===== config.mk =====
export PLATFORM = sky130hd
export DESIGN_NAME = gstop_rx_top
export DESIGN_NICKNAME = d
export VERILOG_FILES = /design/src/rtl/gstop_pkg.sv /design/src/rtl/gstop_fifo.sv /design/src/rtl/gstop_ctrl.sv /design/src/rtl/gstop_desc_swap.sv /design/src/rtl/gstop_rx_top.sv
export SDC_FILE = /design/constraint.sdc
export NUM_CORES = 1
export LEC_CHECK = 0
export BUFFER_PORTS_ARGS = -buffer_cell sky130_fd_sc_hd__buf_2
export CORE_ASPECT_RATIO = 1.75
export CORE_MARGIN = 2
export CORE_UTILIZATION = 25
export CTS_CLUSTER_DIAMETER = 200
export CTS_CLUSTER_SIZE = 25
export DETAILED_ROUTE_END_ITERATION = 8
export HOLD_SLACK_MARGIN = 0.05
export SETUP_SLACK_MARGIN = 0.05
export SYNTH_ARGS = -nofsm -noshare
export SYNTH_HDL_FRONTEND = slang
export SYNTH_HIERARCHICAL = 1
export SYNTH_SLANG_ARGS = --single-unit

===== constraint.sdc =====
create_clock -name clk -period 5.7 [get_ports clk]
set_input_delay 0.57 -clock clk [delete_from_list [all_inputs] [get_ports clk]]
set_output_delay 0.57 -clock clk [all_outputs]
set_load 0.01 [all_outputs]

===== src/rtl/gstop_pkg.sv =====
package gstop_pkg;
  typedef enum logic [1:0] {
    ST_HUNT  = 2'd0,
    ST_RECV  = 2'd1,
    ST_FLUSH = 2'd2,
    ST_HALT  = 2'd3
  } gstop_state_t;

  localparam logic [7:0] PRE_BYTE = 8'h55;
  localparam logic [7:0] SFD_BYTE = 8'hD5;
endpackage


===== src/rtl/gstop_fifo.sv =====
module gstop_fifo #(
  parameter int W     = 8,
  parameter int DEPTH = 16
) (
  input  logic         clk,
  input  logic         rst,
  input  logic         wr_en,
  input  logic [W-1:0] wr_data,
  input  logic         out_ready,
  output logic         out_valid,
  output logic [W-1:0] out_data,
  output logic         empty_all
);
  localparam int AW = (DEPTH > 1) ? $clog2(DEPTH) : 1;
  localparam int CW = $clog2(DEPTH + 1);

  logic [W-1:0]  mem [DEPTH];
  logic [AW-1:0] wptr, rptr;
  logic [CW-1:0] cnt;
  logic          pop_mem;
  logic          full;

  assign pop_mem   = (cnt != '0) && (!out_valid || out_ready);
  assign full      = (cnt == CW'(DEPTH));
  assign empty_all = (cnt == '0) && !out_valid;

  // storage and read register without reset so block RAM can be inferred
  always_ff @(posedge clk) begin
    if (wr_en) mem[wptr] <= wr_data;
    if (pop_mem) out_data <= mem[rptr];
  end

  always_ff @(posedge clk) begin
    if (rst) begin
      wptr      <= '0;
      rptr      <= '0;
      cnt       <= '0;
      out_valid <= 1'b0;
    end else begin
      if (wr_en) wptr <= (wptr == AW'(DEPTH - 1)) ? '0 : wptr + 1'b1;
      if (pop_mem) begin
        rptr      <= (rptr == AW'(DEPTH - 1)) ? '0 : rptr + 1'b1;
        out_valid <= 1'b1;
      end else if (out_ready) begin
        out_valid <= 1'b0;
      end
      cnt <= cnt + CW'(wr_en) - CW'(pop_mem);
    end
  end

  assert_no_overflow_R2: assert property (@(posedge clk) disable iff (rst)
    wr_en |-> !full);
endmodule


===== src/rtl/gstop_ctrl.sv =====
module gstop_ctrl
  import gstop_pkg::*;
#(
  parameter int NUM_DESC = 8,
  parameter int PRE_MIN  = 2,
  localparam int DIW     = $clog2(NUM_DESC),
  localparam int PCW     = $clog2(PRE_MIN + 1)
) (
  input  logic           clk,
  input  logic           rst,
  input  logic           rx_valid,
  input  logic [7:0]     rx_byte,
  input  logic           rx_eof,
  input  logic           stop_req,
  input  logic           evt_clr,
  input  logic           fifo_empty,
  output logic           wr_en,
  output logic           frame_done,
  output logic [DIW-1:0] desc_idx,
  output logic           stop_evt,
  output logic           halted
);
  gstop_state_t   state;
  logic [PCW-1:0] pre_cnt;
  logic           evt_set;

  assign wr_en   = (state == ST_RECV) && rx_valid;
  assign evt_set = (state == ST_FLUSH) && fifo_empty;

  always_ff @(posedge clk) begin
    if (rst) begin
      state      <= ST_HUNT;
      pre_cnt    <= '0;
      desc_idx   <= '0;
      frame_done <= 1'b0;
      stop_evt   <= 1'b0;
      halted     <= 1'b0;
    end else begin
      frame_done <= 1'b0;
      stop_evt   <= (stop_evt & ~evt_clr) | evt_set;
      case (state)
        ST_HUNT: begin
          if (stop_req) begin
            state   <= ST_FLUSH;
            pre_cnt <= '0;
          end else if (rx_valid) begin
            if (rx_byte == PRE_BYTE) begin
              if (pre_cnt != PCW'(PRE_MIN)) pre_cnt <= pre_cnt + 1'b1;
            end else if (rx_byte == SFD_BYTE && pre_cnt == PCW'(PRE_MIN)) begin
              state   <= ST_RECV;
              pre_cnt <= '0;
            end else begin
              pre_cnt <= '0;
            end
          end
        end
        ST_RECV: begin
          if (rx_valid && rx_eof) begin
            frame_done <= 1'b1;
            desc_idx   <= (desc_idx == DIW'(NUM_DESC - 1)) ? '0 : desc_idx + 1'b1;
            state      <= stop_req ? ST_FLUSH : ST_HUNT;
          end
        end
        ST_FLUSH: begin
          if (fifo_empty) begin
            state  <= ST_HALT;
            halted <= 1'b1;
          end
        end
        default: begin
          if (!stop_req) begin
            state   <= ST_HUNT;
            halted  <= 1'b0;
            pre_cnt <= '0;
          end
        end
      endcase
    end
  end

  assert_evt_after_drain_R5: assert property (@(posedge clk) disable iff (rst)
    $rose(stop_evt) |-> $past(fifo_empty));

  assert_evt_sticky_R8: assert property (@(posedge clk) disable iff (rst)
    (stop_evt && !evt_clr) |=> stop_evt);

  assert_idx_moves_on_done_R3: assert property (@(posedge clk) disable iff (rst)
    !$stable(desc_idx) |-> frame_done);

  assert_halt_holds_R7: assert property (@(posedge clk) disable iff (rst)
    (halted && stop_req) |=> (halted && !wr_en));
endmodule


===== src/rtl/gstop_desc_swap.sv =====
module gstop_desc_swap #(
  parameter int FW = 16,
  parameter int PW = 32
) (
  input  logic           clk,
  input  logic           rst,
  input  logic           le_mode,
  input  logic [FW-1:0]  flags,
  input  logic [FW-1:0]  len,
  input  logic [PW-1:0]  ptr,
  output logic [2*FW-1:0] word0,
  output logic [PW-1:0]  word1
);
  localparam int FB = FW / 8;
  localparam int PB = PW / 8;

  logic [FW-1:0] flags_sw, len_sw;
  logic [PW-1:0] ptr_sw;

  genvar g;
  generate
    for (g = 0; g < FB; g++) begin : g_half
      assign flags_sw[8*g +: 8] = flags[8*(FB-1-g) +: 8];
      assign len_sw[8*g +: 8]   = len[8*(FB-1-g) +: 8];
    end
    for (g = 0; g < PB; g++) begin : g_word
      assign ptr_sw[8*g +: 8] = ptr[8*(PB-1-g) +: 8];
    end
  endgenerate

  always_ff @(posedge clk) begin
    if (rst) begin
      word0 <= '0;
      word1 <= '0;
    end else if (le_mode) begin
      word0 <= {flags_sw, len_sw};
      word1 <= ptr_sw;
    end else begin
      word0 <= {flags, len};
      word1 <= ptr;
    end
  end

  assert_stable_inputs_R10: assert property (@(posedge clk) disable iff (rst)
    ($stable(le_mode) && $stable(flags) && $stable(len) && $stable(ptr)) |=> $stable(word1));
endmodule


===== src/rtl/gstop_rx_top.sv =====
module gstop_rx_top #(
  parameter int FIFO_DEPTH = 16,
  parameter int NUM_DESC   = 8,
  parameter int PRE_MIN    = 2
) (
  input  logic                        clk,
  input  logic                        rst,
  input  logic                        rx_valid,
  input  logic [7:0]                  rx_byte,
  input  logic                        rx_eof,
  input  logic                        stop_req,
  input  logic                        evt_clr,
  input  logic                        out_ready,
  output logic                        out_valid,
  output logic [7:0]                  out_data,
  output logic                        frame_done,
  output logic [$clog2(NUM_DESC)-1:0] desc_idx,
  output logic                        stop_evt,
  output logic                        rx_halted,
  input  logic                        desc_le,
  input  logic [15:0]                 desc_flags,
  input  logic [15:0]                 desc_len,
  input  logic [31:0]                 desc_ptr,
  output logic [31:0]                 desc_word0,
  output logic [31:0]                 desc_word1
);
  logic wr_en;
  logic fifo_empty;

  gstop_ctrl #(.NUM_DESC(NUM_DESC), .PRE_MIN(PRE_MIN)) u_ctrl (
    .clk        (clk),
    .rst        (rst),
    .rx_valid   (rx_valid),
    .rx_byte    (rx_byte),
    .rx_eof     (rx_eof),
    .stop_req   (stop_req),
    .evt_clr    (evt_clr),
    .fifo_empty (fifo_empty),
    .wr_en      (wr_en),
    .frame_done (frame_done),
    .desc_idx   (desc_idx),
    .stop_evt   (stop_evt),
    .halted     (rx_halted)
  );

  gstop_fifo #(.W(8), .DEPTH(FIFO_DEPTH)) u_fifo (
    .clk       (clk),
    .rst       (rst),
    .wr_en     (wr_en),
    .wr_data   (rx_byte),
    .out_ready (out_ready),
    .out_valid (out_valid),
    .out_data  (out_data),
    .empty_all (fifo_empty)
  );

  gstop_desc_swap #(.FW(16), .PW(32)) u_swap (
    .clk     (clk),
    .rst     (rst),
    .le_mode (desc_le),
    .flags   (desc_flags),
    .len     (desc_len),
    .ptr     (desc_ptr),
    .word0   (desc_word0),
    .word1   (desc_word1)
  );
endmodule


==> run_results.csv, run 1 <==
group,metric,value,unit
sta,hold_violations,0,
placed_design,io_buffers,158,
cts,cts-buffers-inserted,12,
sta,max-slew-margin-rel,31.00,%
sta,setup_ws,2722,ps
power_and_ir_drop,pwr-share-comb,25.1,%
cts,ctsHoldBuffers,0,
power_and_ir_drop,p_int,2.709,mW
cts,clockRootBuffer,"clkbuf_16",
power_and_ir_drop,p_clk_share,24.9,%
routing,drc,0,
power_and_ir_drop,leakage,4.041,nW
sta,min_period,2978,ps
power_and_ir_drop,power,3.750,mW
logic_synthesis,synth_nets,680,
worst_setup_path,rr_worst_depth,12,
worst_setup_path,cp-startpoint,"u_fifo/cnt[2]$_SDFF_PP0_",
worst_setup_path,r2r-end,"u_fifo/cnt[4]$_SDFF_PP0_",
worst_setup_path,worstSetupPathType,"reg -> reg",
worst_setup_path,cp_data_arrival_time,3400,ps
global_routing,grt_max_degree,74,
logic_synthesis,async_reset_ff_share,0,%
power_and_ir_drop,power_density,362.0,nW/um^2
final_layout,n_fill_cell,3647,
sta,finalCritPeriodShare,52.25,%
final_layout,drive_gt1_share,29.06,%
cts,cts_buffer_depth,3,
sta,tightest_slew,1035,ps
final_layout,seq_area,5847,sq um
final_layout,diodes,0,
cts,cts_tree,"yes",
routing,drt-total-wl,19.08,mm
cts,htree_levels,1,
worst_setup_path,endpoint,"u_fifo/cnt[4]$_SDFF_PP0_",
logic_synthesis,synth_seq_cells,224,
logic_synthesis,synthFlopType,"edfxtp_1",
sta,fin_skew,10.95,ps
worst_setup_path,regToRegSetupSlack,2720,ps
worst_setup_path,r2r_start,"u_fifo/cnt[2]$_SDFF_PP0_",
sta,fmax,335.8,MHz
floorplanning,placeableCoreArea,35070,sq um
global_routing,grt_pass1_wl,29.32,mm
routing,firstDrtPassIters,4,
logic_synthesis,synth_edf_count,136,
routing,final_antenna_net_count,0,
placed_design,place_ws,2725,ps
final_layout,nets,825,
logic_synthesis,ys_types,52,
floorplanning,ios,159,
min_path,hold_depth,3,
routing,dr_total_vias,5100,
sta,maxSlewViolCount,0,
cts,clock-sinks,224,
cts,post_cts_buffers,0,
worst_setup_path,crit_path_max_fanout,13,
logic_synthesis,syn_avg_cell_area,15.16,sq um
power_and_ir_drop,p_sw_share,27.76,%
worst_setup_path,crit_chain,"inv_1, ha_1, or4b_4, and2_4, ha_1, inv_1, ha_1, fa_1, a21oi_1, nor2_1, or3_1, a21oi_1",
power_and_ir_drop,seq_power_share,50.1,%
worst_setup_path,end_kind,"flip-flop",
cts,worstSkewPairLatency,480,ps
floorplanning,initial_utilization,25.16,%
global_routing,grt_use_total,10.18,%
routing,via_per_inst,4.257,
worst_setup_path,cpMaxStageDelayCell,"or4b_4",
logic_synthesis,synthTopCellsByArea,"edfxtp_1, dfxtp_1, mux4_2, mux2i_1, nor2_1",
logic_synthesis,yosys.area.top_type_share,46.29,%
sta,rsz0062_at_grt,"no",
cts,path_clk_slew,100,ps
logic_synthesis,yosysMostFrequentCell,"edfxtp_1",
routing,drtIter0Drc,266,
min_path,hold_path_class,"in -> reg",
global_routing,grt-ovfl-total,0,
floorplanning,die-area,36870,sq um
logic_synthesis,syn-cell-area,8822,sq um
floorplanning,die_h,252.5,um
power_and_ir_drop,peakVddDrop,0.2336,mV
logic_synthesis,syn_inst,582,
worst_setup_path,critical-path-top-cell-by-count,"ha_1",
cts,cts_resized,0,
sta,setup_tns,0,ps
worst_setup_path,startpoint_type,"flip-flop",
flow_run,maxCapViolations,0,
floorplanning,fp.dieW,146.0,um
sta,worst_hold_slack,327.8,ps
sta,finalSetupViolCount,0,
final_layout,post-route-util,29.54,%
logic_synthesis,yosysWarnings,6,
worst_setup_path,worst_path_largest_cell_delay,470,ps
global_routing,antenna_found_initial,2,
final_layout,stdcell_area,10360,sq um
power_and_ir_drop,switching_power,1.041,mW
logic_synthesis,synth_top_area_cell,"edfxtp_1",
worst_setup_path,cp.required,6120,ps
status,outcome,"complete, no violations",
placed_design,place_congestion,0.7518,
logic_synthesis,synth_commonest_cells,"edfxtp_1, dfxtp_1, nor2_1, mux2i_1, mux4_2",
placed_design,hpwl,13.69,mm
final_layout,final_cells,1198,
placed_design,dpl_cell_area,10010,sq um
final_layout,syn2layout_area_growth,17.42,%
routing,wire_per_inst,15.92,um
placed_design,dp.cells,1178,
floorplanning,rows,91,
global_routing,grt_pass1_vias,5369,
final_layout,multi_input_area,2715,sq um
logic_synthesis,ys_seq_area_share,66.26,%
placed cells by master (no fill, tap or decap), types with 6 or more instances in the layout:
cell / instances
nand2_1: 13
nor2_1: 83
a22oi_1: 16
buf_2: 156
edfxtp_1: 136
ha_1: 17
a21oi_1: 9
mux4_2: 32
inv_1: 12
clkbuf_16: 13
dfxtp_1: 87
clkbuf_1: 7
nand2b_1: 6
and2_1: 18
mux2i_1: 69
state kept, by name (all words and copies together) (netlist names):
name,count
u_ctrl/halted,1
u_fifo/wptr,4
u_fifo/rptr,4
u_fifo/mem,128
u_ctrl/frame_done,1
u_fifo/cnt,5
u_swap/word0,32
u_ctrl/stop_evt,1
u_ctrl/state,2
u_swap/word1,32
u_ctrl/pre_cnt,2
u_fifo/out_valid,1
u_ctrl/desc_idx,3
u_fifo/out_data,8
kinds of logic after synthesis:
logic type      synth area share [%]
compound gates                 3.744
xor+xnor                      0.4965
fa+ha+maj                      2.638
buf+inv                        2.964
flops                          66.26
mux                            16.00
simple gates                   7.900
area by class of cell:
type                       instances  share of cell area (%)
multi-input combinational        316                   26.21
inverter                          12                  0.4348
tap                              465                   5.617
sequential                       224                   56.44
clock buffer                      20                   3.394
timing repair buffer             161                   7.899
per-layer routing:
metal | wire length [um] | GRT usage, % | share of wire [%] | vias up
li1 | - | - | - | 2422
met1 | 6689 | 9.705 | 35 | 2525
met2 | 11010 | 20.97 | 58 | 124
met3 | 866 | 1.968 | 4.5 | 27
met4 | 493 | 3.828 | 2.6 | 2
met5 | 12 | 0 | 0.063 | -
worst min-delay path by stage:
stage	end	slack [ps]	startpoint
after detailed placement	u_ctrl/stop_evt$_SDFF_PP0_	470	u_ctrl/stop_evt$_SDFF_PP0_
final	u_swap/word0[27]$_SDFF_PP0_	330	desc_flags[11]
after global placement	u_ctrl/stop_evt$_SDFF_PP0_	460	u_ctrl/stop_evt$_SDFF_PP0_
after global routing	u_swap/word1[2]$_SDFF_PP0_	320	desc_ptr[26]
after CTS	u_swap/word0[27]$_SDFF_PP0_	300	desc_flags[11]
after floorplan	u_ctrl/pre_cnt[1]$_SDFFE_PP0P_	470	u_ctrl/pre_cnt[1]$_SDFFE_PP0P_
worst max-delay path, delay by kind of cell (launching register included):
kind                     cells  cell delay [ps]
AND/OR/NAND/NOR              4             1120
adder cells (fa/ha/maj)      4             1060
flip-flops                   1              330
AO/OA/AOI/OAI                2              290
buffers and inverters        2              120
power by group through the flow:
stage | Clock, mW | Sequential, mW | Combinational, mW
6_report | 0.933 | 1.88 | 0.939
4_1_cts | 0.983 | 1.88 | 0.963
3_3_place_gp | 0 | 1.92 | 0.951
2_1_floorplan | 0 | 1.95 | 0.674
5_1_grt | 1.03 | 1.89 | 1.04
3_5_place_dp | 0 | 1.92 | 0.960
Power figures use the tool's default switching activity.
==> run 2: changes to the inputs <==
Clock period 5.7 ns to 3 ns, I/O delays scaled along.
==> run_results.csv, run 2 (synthesis gave the netlist of run 1 again) <==
group,metric,value,unit
min_path,min_to,"u_swap/word0[13]$_SDFF_PP0_",
power_and_ir_drop,peakVddDrop,0.3796,mV
worst_setup_path,cpLargestDelayFamily,"simple AND/OR/NAND/NOR gates",
final_layout,drive_gt1_share,27.59,%
final_layout,layout.cells.most_common,"buf_2",
routing,firstDrtPassIters,6,
power_and_ir_drop,p_int,5.272,mW
global_routing,grt_pass1_vias,5994,
placed_design,io_buffers,158,
sta,hold_violations,0,
global_routing,grt-ovfl-total,0,
worst_setup_path,worst-path-buf-inv,2,
power_and_ir_drop,seq_power_share,49.2,%
cts,cts-buffers-inserted,12,
worst_setup_path,r2r-end,"u_fifo/cnt[4]$_SDFF_PP0_",
worst_setup_path,cp_data_arrival_time,3220,ps
final_layout,layout_common_cells,"buf_2, edfxtp_1, dfxtp_1",
cts,clockRootBuffer,"clkbuf_16",
sta,max-slew-margin-rel,31.74,%
power_and_ir_drop,leakage,4.375,nW
floorplanning,die-area,36870,sq um
floorplanning,initial_utilization,25.16,%
sta,finalCritPeriodShare,93.70,%
cts,htree_levels,1,
sta,fin_skew,10.85,ps
worst_setup_path,end_kind,"flip-flop",
placed_design,hpwl,14.61,mm
sta,maxSlewViolCount,0,
routing,wire_per_inst,16.44,um
worst_setup_path,crit_path_max_fanout,4,
min_path,hold_depth,3,
worst_setup_path,regToRegSetupSlack,190,ps
sta,setup_tns,0,ps
final_layout,n_fill_cell,3544,
routing,drt-total-wl,21.00,mm
routing,dr_total_vias,5534,
power_and_ir_drop,p_sw_share,28.31,%
final_layout,top_register,"u_fifo/mem",
power_and_ir_drop,power_density,660.7,nW/um^2
sta,min_period,2811,ps
final_layout,diodes,0,
global_routing,grt_use_total,11.37,%
worst_setup_path,worstSetupPathType,"reg -> reg",
worst_setup_path,cp.required,3410,ps
floorplanning,die_h,252.5,um
floorplanning,fp.dieW,146.0,um
global_routing,grt_max_degree,72,
sta,tightest_slew,1024,ps
status,outcome,"complete, no violations",
routing,final_antenna_net_count,0,
worst_setup_path,rr_worst_depth,12,
sta,fmax,355.7,MHz
final_layout,reg.largest.list,"u_fifo/mem (128), u_swap/word0 (32), u_swap/word1 (32)",
global_routing,antenna_found_initial,1,
cts,path_clk_slew,100,ps
worst_setup_path,worst_path_largest_cell_delay,470,ps
worst_setup_path,startpoint_type,"flip-flop",
floorplanning,placeableCoreArea,35070,sq um
min_path,hold_path_class,"in -> reg",
cts,cts_tree,"yes",
cts,worstSkewPairLatency,480,ps
worst_setup_path,crit_chain,"inv_1, ha_1, or4b_4, and2_4, ha_1, inv_1, ha_2, fa_2, a21oi_1, nor2_1, or3_1, a21oi_1",
placed_design,place_congestion,0.7897,
sta,finalSetupViolCount,0,
worst_setup_path,cpMaxStageDelayCell,"or4b_4",
cts,cts_buffer_depth,3,
final_layout,post-route-util,31.74,%
routing,via_per_inst,4.334,
power_and_ir_drop,pwr-share-comb,26.7,%
floorplanning,rows,91,
routing,drc,0,
routing,drtIter0Drc,193,
final_layout,largest_reg_flops,128,
worst_setup_path,r2r_start,"u_fifo/cnt[2]$_SDFF_PP0_",
final_layout,seq_area,5847,sq um
power_and_ir_drop,switching_power,2.082,mW
power_and_ir_drop,p_clk_share,24.1,%
final_layout,nets,904,
floorplanning,ios,159,
global_routing,grt_pass1_wl,32.67,mm
cts,clock-sinks,224,
min_path,worst_hold_startpoint,"desc_len[5]",
final_layout,multi_input_area,2720,sq um
flow_run,maxCapViolations,0,
final_layout,syn2layout_area_growth,26.18,%
sta,rsz0062_at_grt,"no",
## run 2: changes by cell type in the layout (fill, tap and decap cells not counted)
| cell | before | now |
|---|---|---|
| fa_2 | 0 | 1 |
| ha_2 | 0 | 1 |
| buf_4 | 5 | 14 |
| ha_1 | 17 | 16 |
| dlygate4sd3_1 | 0 | 70 |
| fa_1 | 1 | 0 |
## run 2: power by group through the flow
stage	Combinational, mW	Sequential [mW]	Clock (mW)
after floorplan	1.28	3.70	0
after global placement	1.87	3.69	0
after detailed placement	1.89	3.70	0
after CTS	1.97	3.63	1.85
after global routing	2.15	3.66	1.96
final	1.96	3.62	1.77
## run 2: how the worst max path moves through the flow
stage | from | endpoint | cells after the start
floorplan | u_fifo/cnt[3]$_SDFF_PP0_ | u_fifo/cnt[4]$_SDFF_PP0_ | 13
global placement | u_fifo/cnt[2]$_SDFF_PP0_ | u_fifo/cnt[4]$_SDFF_PP0_ | 12
detailed placement | u_fifo/cnt[3]$_SDFF_PP0_ | u_fifo/cnt[4]$_SDFF_PP0_ | 12
CTS | u_fifo/cnt[2]$_SDFF_PP0_ | u_fifo/cnt[4]$_SDFF_PP0_ | 12
global route | u_fifo/cnt[2]$_SDFF_PP0_ | u_fifo/cnt[4]$_SDFF_PP0_ | 12
finish | u_fifo/cnt[2]$_SDFF_PP0_ | u_fifo/cnt[4]$_SDFF_PP0_ | 12
## run 2: metal layers
metal  part of all wire, %  track usage (%)  up-vias
li1                      -                -     2585
met1                    35            11.02     2752
met2                    57            23.21      158
met3                   4.7            1.787       37
met4                   3.7            4.910        2
met5                 0.062                0        -
## run 2: layout make-up
class                      count  share of cell area (%)
timing repair buffer         240                   14.25
inverter                      12                  0.4046
clock buffer                  20                   3.158
sequential                   224                   52.52
tap                          465                   5.226
multi-input combinational    316                   24.44
## run 2: tightest hold or removal path, cell delays in order
cell	delay, ps
buf_2	90
mux2i_1	60
nor2_1	80
## run 2: metrics by stage
step	std cells	hold slack [ps]	cell area (sq um)	worst slack [ps]	total power, mW
after global placement	1186	461.9	10070	116.9	5.560
after CTS	1276	50.38	11120	76.76	7.455
final	1277	76.20	11130	189.0	7.354
after floorplan	582	371.6	8822	116.6	4.981
after detailed placement	1186	485.5	10070	104.4	5.584
after global routing	1277	63.17	11130	49.71	7.762
## run 2: what timing repair did
action / CTS / global route
gates resized for setup: 0 / 2
hold buffers: 70 / 0
setup endpoints to repair: 0 / 1
buffers inserted: 0 / 1
endpoints found under the hold margin: 50 / 0
